**config.mk**
```make
export PLATFORM = sky130hd
export DESIGN_NAME = wakeup_issue_queue
export DESIGN_NICKNAME = d
export VERILOG_FILES = /design/src/rtl/sched_pkg.sv /design/src/rtl/free_pick.sv /design/src/rtl/sched_slot.sv /design/src/rtl/oldest_pick.sv /design/src/rtl/wakeup_issue_queue.sv
export SDC_FILE = /design/constraint.sdc
export NUM_CORES = 2
export LEC_CHECK = 0
export BUFFER_PORTS_ARGS = -buffer_cell sky130_fd_sc_hd__buf_2
export CAP_MARGIN = 20
export CORE_ASPECT_RATIO = 1.4
export CORE_UTILIZATION = 41
export CTS_CLUSTER_DIAMETER = 150
export DETAILED_ROUTE_END_ITERATION = 6
export GPL_TIMING_DRIVEN = 0
export PLACE_DENSITY = 0.58
export SYNTH_ARGS = -nofsm -noshare
export SYNTH_HDL_FRONTEND = slang
export SYNTH_HIERARCHICAL = 1
export SYNTH_SLANG_ARGS = --single-unit
```
**constraint.sdc**
```tcl
create_clock -name clk_i -period 12.65 [get_ports clk_i]
set_input_delay 0 -clock clk_i [delete_from_list [all_inputs] [get_ports clk_i]]
set_output_delay 0 -clock clk_i [all_outputs]
set_load 0.02 [all_outputs]
```
**src/rtl/sched_pkg.sv**
```systemverilog
package sched_pkg;
  parameter int unsigned TagW  = 6;
  parameter int unsigned DataW = 32;
  parameter int unsigned OpW   = 8;

  typedef logic [TagW-1:0]  tag_t;
  typedef logic [DataW-1:0] data_t;
  typedef logic [OpW-1:0]   op_t;

  typedef struct packed {
    logic  rdy;
    tag_t  tag;
    data_t val;
  } src_t;

  typedef struct packed {
    op_t  op;
    tag_t dst;
    src_t a;
    src_t b;
  } slot_t;

  // capture a broadcast into a still-pending source
  function automatic src_t snoop(src_t s, logic bv, tag_t bt, data_t bd);
    src_t r;
    r = s;
    if (!s.rdy && bv && (s.tag == bt)) begin
      r.rdy = 1'b1;
      r.val = bd;
    end
    return r;
  endfunction
endpackage

```
**src/rtl/free_pick.sv**
```systemverilog
module free_pick #(
  parameter int unsigned N = 8
) (
  input  logic [N-1:0] vld_i,
  output logic [N-1:0] pick_o,
  output logic         full_o
);
  logic found;

  always_comb begin
    pick_o = '0;
    found  = 1'b0;
    for (int i = 0; i < N; i++) begin
      if (!vld_i[i] && !found) begin
        pick_o[i] = 1'b1;
        found     = 1'b1;
      end
    end
    full_o = &vld_i;
  end
endmodule

```
**src/rtl/sched_slot.sv**
```systemverilog
module sched_slot
  import sched_pkg::*;
#(
  parameter int unsigned AgeW = 3
) (
  input  logic            clk_i,
  input  logic            rst_ni,
  input  logic            wr_i,
  input  slot_t           wr_slot_i,
  input  logic            bc_v_i,
  input  tag_t            bc_tag_i,
  input  data_t           bc_val_i,
  input  logic            clr_i,
  input  logic            alloc_fire_i,
  input  logic            issue_fire_i,
  input  logic [AgeW-1:0] issue_age_i,
  output logic            vld_o,
  output logic            rdy_o,
  output logic [AgeW-1:0] age_o,
  output op_t             op_o,
  output tag_t            dst_o,
  output data_t           a_o,
  output data_t           b_o
);
  logic            vld_q;
  logic [AgeW-1:0] age_q, age_d;
  slot_t           slot_q;
  logic            older;

  // ages stay dense: new entry is 0, everyone shifts up on alloc,
  // entries older than the issued one shift down
  assign older = issue_fire_i && (age_q > issue_age_i);

  always_comb begin
    age_d = age_q;
    if (alloc_fire_i) age_d = age_d + AgeW'(1);
    if (older)        age_d = age_d - AgeW'(1);
  end

  always_ff @(posedge clk_i or negedge rst_ni) begin
    if (!rst_ni) begin
      vld_q  <= 1'b0;
      age_q  <= '0;
      slot_q <= '0;
    end else if (wr_i) begin
      vld_q      <= 1'b1;
      age_q      <= '0;
      slot_q.op  <= wr_slot_i.op;
      slot_q.dst <= wr_slot_i.dst;
      slot_q.a   <= snoop(wr_slot_i.a, bc_v_i, bc_tag_i, bc_val_i);
      slot_q.b   <= snoop(wr_slot_i.b, bc_v_i, bc_tag_i, bc_val_i);
    end else if (clr_i) begin
      vld_q <= 1'b0;
    end else if (vld_q) begin
      age_q    <= age_d;
      slot_q.a <= snoop(slot_q.a, bc_v_i, bc_tag_i, bc_val_i);
      slot_q.b <= snoop(slot_q.b, bc_v_i, bc_tag_i, bc_val_i);
    end
  end

  assign vld_o = vld_q;
  assign rdy_o = vld_q && slot_q.a.rdy && slot_q.b.rdy;
  assign age_o = age_q;
  assign op_o  = slot_q.op;
  assign dst_o = slot_q.dst;
  assign a_o   = slot_q.a.val;
  assign b_o   = slot_q.b.val;


  a_capture_chk: assert property (@(posedge clk_i) disable iff (!rst_ni)
    vld_q && !clr_i && !slot_q.a.rdy && bc_v_i && (bc_tag_i == slot_q.a.tag)
    |=> slot_q.a.rdy && (slot_q.a.val == $past(bc_val_i)));


  a_hold_chk: assert property (@(posedge clk_i) disable iff (!rst_ni)
    vld_q && !clr_i && slot_q.a.rdy |=> $stable(slot_q.a.val));


  b_hold_chk: assert property (@(posedge clk_i) disable iff (!rst_ni)
    vld_q && !clr_i && slot_q.b.rdy |=> $stable(slot_q.b.val));
endmodule

```
**src/rtl/oldest_pick.sv**
```systemverilog
module oldest_pick #(
  parameter int unsigned N    = 8,
  parameter int unsigned AgeW = 3
) (
  input  logic                     clk_i,
  input  logic                     rst_ni,
  input  logic [N-1:0]             rdy_i,
  input  logic [N-1:0][AgeW-1:0]   age_i,
  output logic [N-1:0]             gnt_o,
  output logic                     any_o
);
  logic [AgeW-1:0] best_age;

  always_comb begin
    gnt_o    = '0;
    any_o    = 1'b0;
    best_age = '0;
    for (int i = 0; i < N; i++) begin
      if (rdy_i[i] && (!any_o || age_i[i] > best_age)) begin
        gnt_o    = '0;
        gnt_o[i] = 1'b1;
        best_age = age_i[i];
        any_o    = 1'b1;
      end
    end
  end


  one_grant_chk: assert property (@(posedge clk_i) disable iff (!rst_ni)
    $onehot0(gnt_o));


  grant_ready_chk: assert property (@(posedge clk_i) disable iff (!rst_ni)
    (gnt_o & ~rdy_i) == '0);


  grant_any_chk: assert property (@(posedge clk_i) disable iff (!rst_ni)
    (rdy_i != '0) |-> any_o);
endmodule

```
**src/rtl/wakeup_issue_queue.sv**
```systemverilog
module wakeup_issue_queue
  import sched_pkg::*;
#(
  parameter int unsigned Depth = 8
) (
  input  logic        clk_i,
  input  logic        rst_ni,
  input  logic        alloc_valid_i,
  input  logic [7:0]  alloc_op_i,
  input  logic [5:0]  alloc_dst_i,
  input  logic        alloc_a_rdy_i,
  input  logic [5:0]  alloc_a_tag_i,
  input  logic [31:0] alloc_a_val_i,
  input  logic        alloc_b_rdy_i,
  input  logic [5:0]  alloc_b_tag_i,
  input  logic [31:0] alloc_b_val_i,
  output logic        full_o,
  input  logic        bcast_valid_i,
  input  logic [5:0]  bcast_tag_i,
  input  logic [31:0] bcast_val_i,
  output logic        issue_valid_o,
  output logic [7:0]  issue_op_o,
  output logic [5:0]  issue_dst_o,
  output logic [31:0] issue_a_o,
  output logic [31:0] issue_b_o
);
  localparam int unsigned AgeW = $clog2(Depth);
  localparam int unsigned CntW = AgeW + 1;

  logic [Depth-1:0]            vld, rdy, pick, wr, gnt;
  logic [Depth-1:0][AgeW-1:0]  age;
  op_t                         op   [Depth];
  tag_t                        dst  [Depth];
  data_t                       aval [Depth];
  data_t                       bval [Depth];
  logic                        alloc_fire;
  logic [AgeW-1:0]             issue_age;
  slot_t                       new_slot;
  logic [CntW-1:0]             cnt;

  assign new_slot.op    = alloc_op_i;
  assign new_slot.dst   = alloc_dst_i;
  assign new_slot.a.rdy = alloc_a_rdy_i;
  assign new_slot.a.tag = alloc_a_tag_i;
  assign new_slot.a.val = alloc_a_val_i;
  assign new_slot.b.rdy = alloc_b_rdy_i;
  assign new_slot.b.tag = alloc_b_tag_i;
  assign new_slot.b.val = alloc_b_val_i;

  free_pick #(.N(Depth)) u_free (
    .vld_i  (vld),
    .pick_o (pick),
    .full_o (full_o)
  );

  assign alloc_fire = alloc_valid_i && !full_o;
  assign wr         = alloc_fire ? pick : '0;

  for (genvar i = 0; i < Depth; i++) begin : g_slot
    sched_slot #(.AgeW(AgeW)) u_slot (
      .clk_i        (clk_i),
      .rst_ni       (rst_ni),
      .wr_i         (wr[i]),
      .wr_slot_i    (new_slot),
      .bc_v_i       (bcast_valid_i),
      .bc_tag_i     (bcast_tag_i),
      .bc_val_i     (bcast_val_i),
      .clr_i        (gnt[i]),
      .alloc_fire_i (alloc_fire),
      .issue_fire_i (issue_valid_o),
      .issue_age_i  (issue_age),
      .vld_o        (vld[i]),
      .rdy_o        (rdy[i]),
      .age_o        (age[i]),
      .op_o         (op[i]),
      .dst_o        (dst[i]),
      .a_o          (aval[i]),
      .b_o          (bval[i])
    );
  end

  oldest_pick #(.N(Depth), .AgeW(AgeW)) u_sel (
    .clk_i  (clk_i),
    .rst_ni (rst_ni),
    .rdy_i  (rdy),
    .age_i  (age),
    .gnt_o  (gnt),
    .any_o  (issue_valid_o)
  );

  always_comb begin
    issue_op_o  = '0;
    issue_dst_o = '0;
    issue_a_o   = '0;
    issue_b_o   = '0;
    issue_age   = '0;
    for (int i = 0; i < Depth; i++) begin
      if (gnt[i]) begin
        issue_op_o  = issue_op_o  | op[i];
        issue_dst_o = issue_dst_o | dst[i];
        issue_a_o   = issue_a_o   | aval[i];
        issue_b_o   = issue_b_o   | bval[i];
        issue_age   = issue_age   | age[i];
      end
    end
  end

  assign cnt = CntW'($countones(vld));


  alloc_grow_chk: assert property (@(posedge clk_i) disable iff (!rst_ni)
    alloc_fire && !issue_valid_o |=> cnt == $past(cnt) + CntW'(1));


  issue_free_chk: assert property (@(posedge clk_i) disable iff (!rst_ni)
    issue_valid_o && !alloc_fire |=> cnt == $past(cnt) - CntW'(1));


  full_hold_chk: assert property (@(posedge clk_i) disable iff (!rst_ni)
    full_o && !issue_valid_o |=> full_o);


  full_count_chk: assert property (@(posedge clk_i) disable iff (!rst_ni)
    full_o == (cnt == CntW'(Depth)));
endmodule

```
# Word-level counts from Yosys, hierarchy flattened
# Index checks and enable logic that the tools add are counted.
# classes
add_sub_neg	16
magnitude_cmp	15
n_eq_ne	26
n_mux	194
bitwise	35
n_reduce_logical	178
# op_table
op	count
2-to-1 mux 78 bit	24
2-to-1 mux 32 bit	34
bitwise OR 32 bit	14
2-to-1 mux 3 bit	55
2-to-1 mux 8 bit	16
== test 6 bit	18
logical AND 1 bit	75
nonzero test 2 bit	32
2-to-1 mux 1 bit	57
bitwise OR 8 bit	7
2-to-1 mux 6 bit	8
AND reduction 3 bit	16
greater-than comparator 3 bit	15
bitwise OR 6 bit	7
zero test 1 bit	39
adder 3 x 1 -> 3 bit, second input constant	8
subtractor 3 x 1 -> 3 bit, second input constant	8
bitwise OR 3 bit	7
inequality test 2 bit, second input constant	8
AND reduction 2 bit	8
AND reduction 8 bit	1
logical OR 1 bit	7
# totals
reg_bits	768
inputBits	134
out_inout_bits	80
wordCells	544

# Depth between registers and ports, before layout
# logic_depth
ltp_word	52
mapped_depth	60
ltp_nobuf	55

# Hierarchy
# The synthesis kept the hierarchy.
# modules_own_cells
module	n_inst	cells_per_inst	area_per_inst_um2	seq_area_each_um2
sched_slot at g_slot[2].u_slot ...	6	500	6005.8	2402.3
sched_slot at g_slot[0].u_slot ...	2	500	5994.5	2402.3
wakeup_issue_queue	1	487	3759.9	0.0
oldest_pick	1	142	1022.2	0.0
free_pick	1	13	78.8	0.0

# Least setup slack after synthesis
# No wires, ideal clock.
# synth_path
kind	register to register
from	register g_slot[0].u_slot.vld_q
to	register g_slot[1].u_slot.age_q[0]
setup_time_ns	0.138
arrival_time_ns	10.711
required_time_ns	12.512
path_slack_ns	1.801
path_stages_with_launch	60
path_buffers	5
period_less_slack_ns	10.849
cell_sequence	dfrtp_1 and3_1 buf_4 nand2_1 ha_1 and3b_1 o211a_1 nor2_1 nor2_1 ha_1 nor2b_1 o311a_1 o21a_1 o32a_1 ha_1 nand3_1 o21ai_2 a31oi_4 [... 24 more ...] ha_1 nor2b_1 o21ai_0 a32oi_1 o21ai_0 nand3_1 nor3_1 buf_6 buf_2 a22oi_1 nand4_1 inv_1 ha_1 and3_1 a211oi_1 mux2i_1 xnor2_1 nor2_1
# synth_via
elab_cells_between_ends	85
cone_classes	add/sub: 1; order compare: 8; eq/ne: 1; mux: 38; bitwise: 7; reduce/logical: 30
# synth_rtl
element	line	text
start, declared	sched_slot.sv:25	logic vld_q;
start signal, assigned	sched_slot.sv:42	vld_q <= 1'b0;
start signal, assigned	sched_slot.sv:46	vld_q <= 1'b1;
start signal, assigned	sched_slot.sv:53	vld_q <= 1'b0;
logical AND 1 bit * (2 in series)	sched_slot.sv:62	assign rdy_o = vld_q && slot_q.a.rdy && slot_q.b.rdy;
via rdy[0]	wakeup_issue_queue.sv:30	logic [Depth-1:0] vld, rdy, pick, wr, gnt;
2-to-1 mux 3 bit / 2-to-1 mux 1 bit (equally long branches)	oldest_pick.sv:19	if (rdy_i[i] && (!any_o || age_i[i] > best_age)) begin
greater-than comparator 3 bit / zero test 1 bit (equally long branches)	oldest_pick.sv:19	
logical OR 1 bit	oldest_pick.sv:19	
logical AND 1 bit	oldest_pick.sv:19	
2-to-1 mux 3 bit / 2-to-1 mux 1 bit (equally long branches)	oldest_pick.sv:19	
greater-than comparator 3 bit / zero test 1 bit (equally long branches)	oldest_pick.sv:19	
[... 23 more ...]	-	
via gnt[3]	wakeup_issue_queue.sv:30	
[... 8 more ...]	-	
2-to-1 mux 3 bit *	wakeup_issue_queue.sv:98	if (gnt[i]) begin
via issue_age[2]	wakeup_issue_queue.sv:37	logic [AgeW-1:0] issue_age;
greater-than comparator 3 bit *	sched_slot.sv:32	assign older = issue_fire_i && (age_q > issue_age_i);
logical AND 1 bit *	sched_slot.sv:32	
2-to-1 mux 3 bit *	sched_slot.sv:37	if (older) age_d = age_d - AgeW'(1);
2-to-1 mux 3 bit *	sched_slot.sv:54	end else if (vld_q) begin
2-to-1 mux 3 bit *	sched_slot.sv:52	end else if (clr_i) begin
2-to-1 mux 3 bit *	sched_slot.sv:45	end else if (wr_i) begin
end signal, assigned	sched_slot.sv:55	age_q <= age_d;
end, declared	sched_slot.sv:26	logic [AgeW-1:0] age_q, age_d;
# The timed path passes the listed nets; every way through them passes the cells marked *. The select of a mux whose other input is x is not followed.
# A chain may end at the register's enable or synchronous reset.

# Worst setup path in the final report
# layout_path
from	register g_slot[0].u_slot/slot_q[77] (netlist bit)
to	register g_slot[2].u_slot.slot_q, in the netlist g_slot[2].u_slot/a_o[5]
# layout_via
elab_chain_cells	33
elab_cells_between_ends	52
cone_classes	order compare: 7; eq/ne: 1; mux: 20; reduce/logical: 24
# layout_rtl
element	line	text
start, declared	sched_slot.sv:27	slot_t slot_q;
logical AND 1 bit * (2 in series)	sched_slot.sv:62	
via rdy[0]	wakeup_issue_queue.sv:30	
2-to-1 mux 3 bit / 2-to-1 mux 1 bit (equally long branches)	oldest_pick.sv:19	
greater-than comparator 3 bit / zero test 1 bit (equally long branches)	oldest_pick.sv:19	
logical OR 1 bit	oldest_pick.sv:19	
logical AND 1 bit	oldest_pick.sv:19	
2-to-1 mux 3 bit / 2-to-1 mux 1 bit (equally long branches)	oldest_pick.sv:19	
greater-than comparator 3 bit / zero test 1 bit (equally long branches)	oldest_pick.sv:19	
[... 18 more ...]	-	
2-to-1 mux 3 bit / 2-to-1 mux 1 bit (equally long branches)	oldest_pick.sv:19	
greater-than comparator 3 bit / zero test 1 bit (equally long branches)	oldest_pick.sv:19	
logical OR 1 bit	oldest_pick.sv:19	
logical AND 1 bit	oldest_pick.sv:19	
2-to-1 mux 8 bit *	oldest_pick.sv:19	
via gnt[2]	wakeup_issue_queue.sv:30	
inequality test 2 bit (no line) *	-	
AND reduction 3 bit (no line) *	-	
end, declared	sched_slot.sv:27	
# The timed path passes the listed nets; every way through them passes the cells marked *.

==> results_dict.tcl <==
set metrics [dict create \
    synth.cell_area_um2 52900 \
    finalWorstSetupSlack_ns 0.615 \
    rr_endpoint "g_slot[2].u_slot/a_o[5]" \
    synth.most_common_cell "mux2i_1" \
    dieArea_um2 130000 \
    synth_adder_area_share 0.0144 \
    synth_top_family_by_area "multiplexers" \
    cts-root-buf "clkbuf_16" \
    finalSetupViolations 0 \
    synth_nets 4837 \
    synth_top_area_share 0.363 \
    viasPerCell 5.63 \
    whs_endpoint "g_slot[5].u_slot/b_o[26]" \
    period_needed_ns 12.03 \
    crit_path_frequent_cell "ha_1" \
    post-place-ws_ns -0.841 \
    grt-ovfl-total 0 \
    die_y_um 427 \
    path_class "register to register" \
    async_flop_share 1.00 \
    synth-simple-area-share 0.0542 \
    syn_to_final_growth_pct 17.4 \
    place_inst 6543 \
    min_from "bcast_val_i[26]" \
    timing.hold.ws_ns 0.0315 \
    drc 0 \
    grt_use_total 0.289 \
    r2r_cells 57 \
    num_rows 155 \
    hold_class "primary input to register" \
    antenna_found_initial 24 \
    grt_pass1_wl_mm 277 \
    holdPathStages 3 \
    end_kind "register" \
    cp_max_fo 10 \
    finClkSkew_ns 0.0352 \
    yosys_register_bits 768 \
    io_pins 214 \
    yosysTopAreaCell "dfrtp_1" \
    post_drt_wl_per_cell_um 27.5 \
    cts_tree "done" \
    hold_violations 0 \
    nets 5396 \
    r2r_setup_slack_ns 0.62 \
    yosysUniqueCellTypes 61 \
    nFillCells 11700 \
    numCtsBuffers 88 \
    synth-compound-area-share 0.0608 \
    synth_edf_count 0 \
    slew_headroom 0.174 \
    maxSlewViolCount 0 \
    core_area_um2 128000 \
    drtAntennaViolNets 0 \
    vias 38900 \
    syn_inst 4642 \
    clock_latency_ns 0.73 \
    synth.area.top_cells "dfrtp_1 36%, mux2i_1 29%, buf_4 9.0%" \
    crit_required_ns 13.24 \
    clkSlewWorstSetupHoldPaths_ns 0.06 \
    ys_seq_area_frac 0.363 \
    cts_buffer_depth 3 \
    finalCritPeriodShare 0.951 \
    status "finished, final reports clean" \
    r2r_start "g_slot[0].u_slot/slot_q[77]" \
    tns_ns 0 \
    arrival_ns 12.63 \
    dieWidth_um 306 \
    clkSinkCount 768 \
    grt_max_degree 108 \
    htreeDepth 3 \
    syn_area_per_cell_um2 11.4 \
    p_per_area_nw_per_um2 250 \
    fmax_ghz 0.0831 \
    tightest_slew_ns 1.23 \
    fin_cells 6921 \
    synth_common_cells "1552 x mux2i_1, 768 x dfrtp_1, 631 x buf_4, 326 x a22oi_1, 208 x mux2_2" \
    synth_warnings 6 \
    cpPeakStageDelay_ns 0.73 \
    cap_violations 0 \
    ir_worst_vdd_v 0.000323 \
    startpoint_type "register" \
    port_buffers 211 \
    gp_congestion 0.852 \
    drive_gt1_frac 0.294 \
    start_util 0.414 \
    cp_slowest_cell "nor4_4" \
    routed_wl_mm 190 \
    drtPass1Iterations 5 \
    synth_mux_area_frac 0.338 \
    grt_pass1_vias 40000 \
    p_leak_nw 28.6 \
    synthXorXnorAreaFrac 0.0361 \
    synth-main-ff-cell "dfrtp_1" \
    dp_hpwl_mm 129 \
    dr.first_iter.drc_count 2536 \
]
-- registers in the layout (all words and copies together) (netlist names) --
| signal | flops |
|---|---|
| g_slot.u_slot/slot_q | 112 |
| g_slot.u_slot/op_o | 64 |
| g_slot.u_slot/age_o | 24 |
| g_slot.u_slot/a_o | 256 |
| g_slot.u_slot/b_o | 256 |
| g_slot.u_slot/vld_o | 8 |
| g_slot.u_slot/dst_o | 48 |
-- metrics by stage --
| step | power, mW | utilization | instance area, um2 |
|---|---|---|---|
| 3_3_place_gp | 12.3 | 0.438 | 56000 |
| 2_1_floorplan | 9.90 | - | 52900 |
| 4_1_cts | 15.4 | 0.484 | 61800 |
| 3_5_place_dp | 12.5 | 0.445 | 56800 |
| 6_report | 15.5 | 0.486 | 62100 |
| 5_1_grt | 16.4 | 0.486 | 62100 |
-- repair_timing --
| item | 4_1_cts | 5_1_grt |
|---|---|---|
| hold endpoints to repair | 951 | 0 |
| pin swaps | 4 | 13 |
| resized for setup | 23 | 33 |
| gates cloned | 0 | 1 |
| setup buffers | 9 | 9 |
| hold buffers | 196 | 0 |
| endpoints found under the setup margin | 27 | 291 |
-- cell usage in the layout (no fill, tap or decap), drive strengths merged, types with 7 or more instances in the layout --
| cell | n |
|---|---|
| clkinv | 22 |
| nor2 | 41 |
| nand2b | 23 |
| nor2b | 20 |
| nand3b | 10 |
| xnor2 | 168 |
| inv | 66 |
| nand3 | 14 |
| a211oi | 17 |
| nand4 | 114 |
| o21a | 7 |
| nand2 | 83 |
| o21ai | 12 |
| a22oi | 326 |
| and2 | 9 |
| nor4 | 26 |
| a31oi | 35 |
| mux2i | 1552 |
| xor2 | 48 |
| a21oi | 23 |
| or2 | 10 |
| dlygate4sd3 | 195 |
| and3 | 24 |
| mux2 | 208 |
| buf | 1100 |
| dfrtp | 768 |
| nor3 | 31 |
| clkbuf | 208 |
| or2b | 12 |
| ha | 61 |
-- layout make-up --
type                       count  area [um2]  share of cell area
clock buffer                 127        2550              0.0411
inverter                      62         233             0.00375
sequential                   768       19200               0.310
antenna                        6        15.0            0.000242
multi-input combinational   2905       26900               0.433
timing repair buffer         469        4000              0.0644
buffer                       907        6850               0.110
clock inverter                29         284             0.00458
tap                         1648        2060              0.0332
-- worst max-delay path: cells and delay by family (launching register included) --
family / cells / cell delay, ns
AOI/OAI and AO/OA: 23 / 4.43
muxes: 2 / 0.30
adders and majority gates: 7 / 2.04
and+or+nand+nor: 17 / 2.89
DFF: 1 / 0.44
buffers and inverters: 8 / 1.75
-- worst max path at each step --
| stage | start | endpoint | slack [ns] | cells past startpoint |
|---|---|---|---|---|
| 2_1_floorplan | g_slot[0].u_slot/vld_o | g_slot[1].u_slot/age_o[0] | 1.80 | 59 |
| 3_5_place_dp | g_slot[0].u_slot/slot_q[77] | g_slot[7].u_slot/age_o[0] | -0.84 | 59 |
| 6_report | g_slot[0].u_slot/slot_q[77] | g_slot[2].u_slot/a_o[5] | 0.62 | 57 |
| 4_1_cts | g_slot[0].u_slot/slot_q[38] | g_slot[7].u_slot/age_o[0] | 0.05 | 61 |
| 3_3_place_gp | rst_ni | g_slot[4].u_slot/a_o[9] | -6.99 | 1 |
| 5_1_grt | g_slot[0].u_slot/slot_q[77] | g_slot[3].u_slot/age_o[0] | -0.04 | 61 |
-- power by group --
group / internal [mW] / switching (mW)
registers: 3.62 / 0.746
clock network: 1.43 / 1.16
logic: 4.00 / 4.57
total: 9.05 / 6.48
-- kinds of logic (layout without fill, tap and decap cells) --
group | count (synthesis) | after routing
XOR/XNOR | 216 | 216
AND/OR/NAND/NOR | 429 | 429
adder cells (fa/ha/maj) | 61 | 61
other | 0 | 6
multiplexers | 1760 | 1760
buffers and inverters | 970 | 1594
flip-flops | 768 | 768
AO/OA/AOI/OAI | 438 | 439
-- routing by layer --
| layer | track usage | part of all wire | up-vias |
|---|---|---|---|
| met2 | 0.489 | 0.48 | 1080 |
| li1 | - | - | 17400 |
| met4 | 0.143 | 0.051 | 24 |
| met3 | 0.0461 | 0.052 | 391 |
| met5 | 0 | 0.00086 | - |
| met1 | 0.355 | 0.41 | 20000 |
Note: power is estimated with default switching activity, not from simulation.
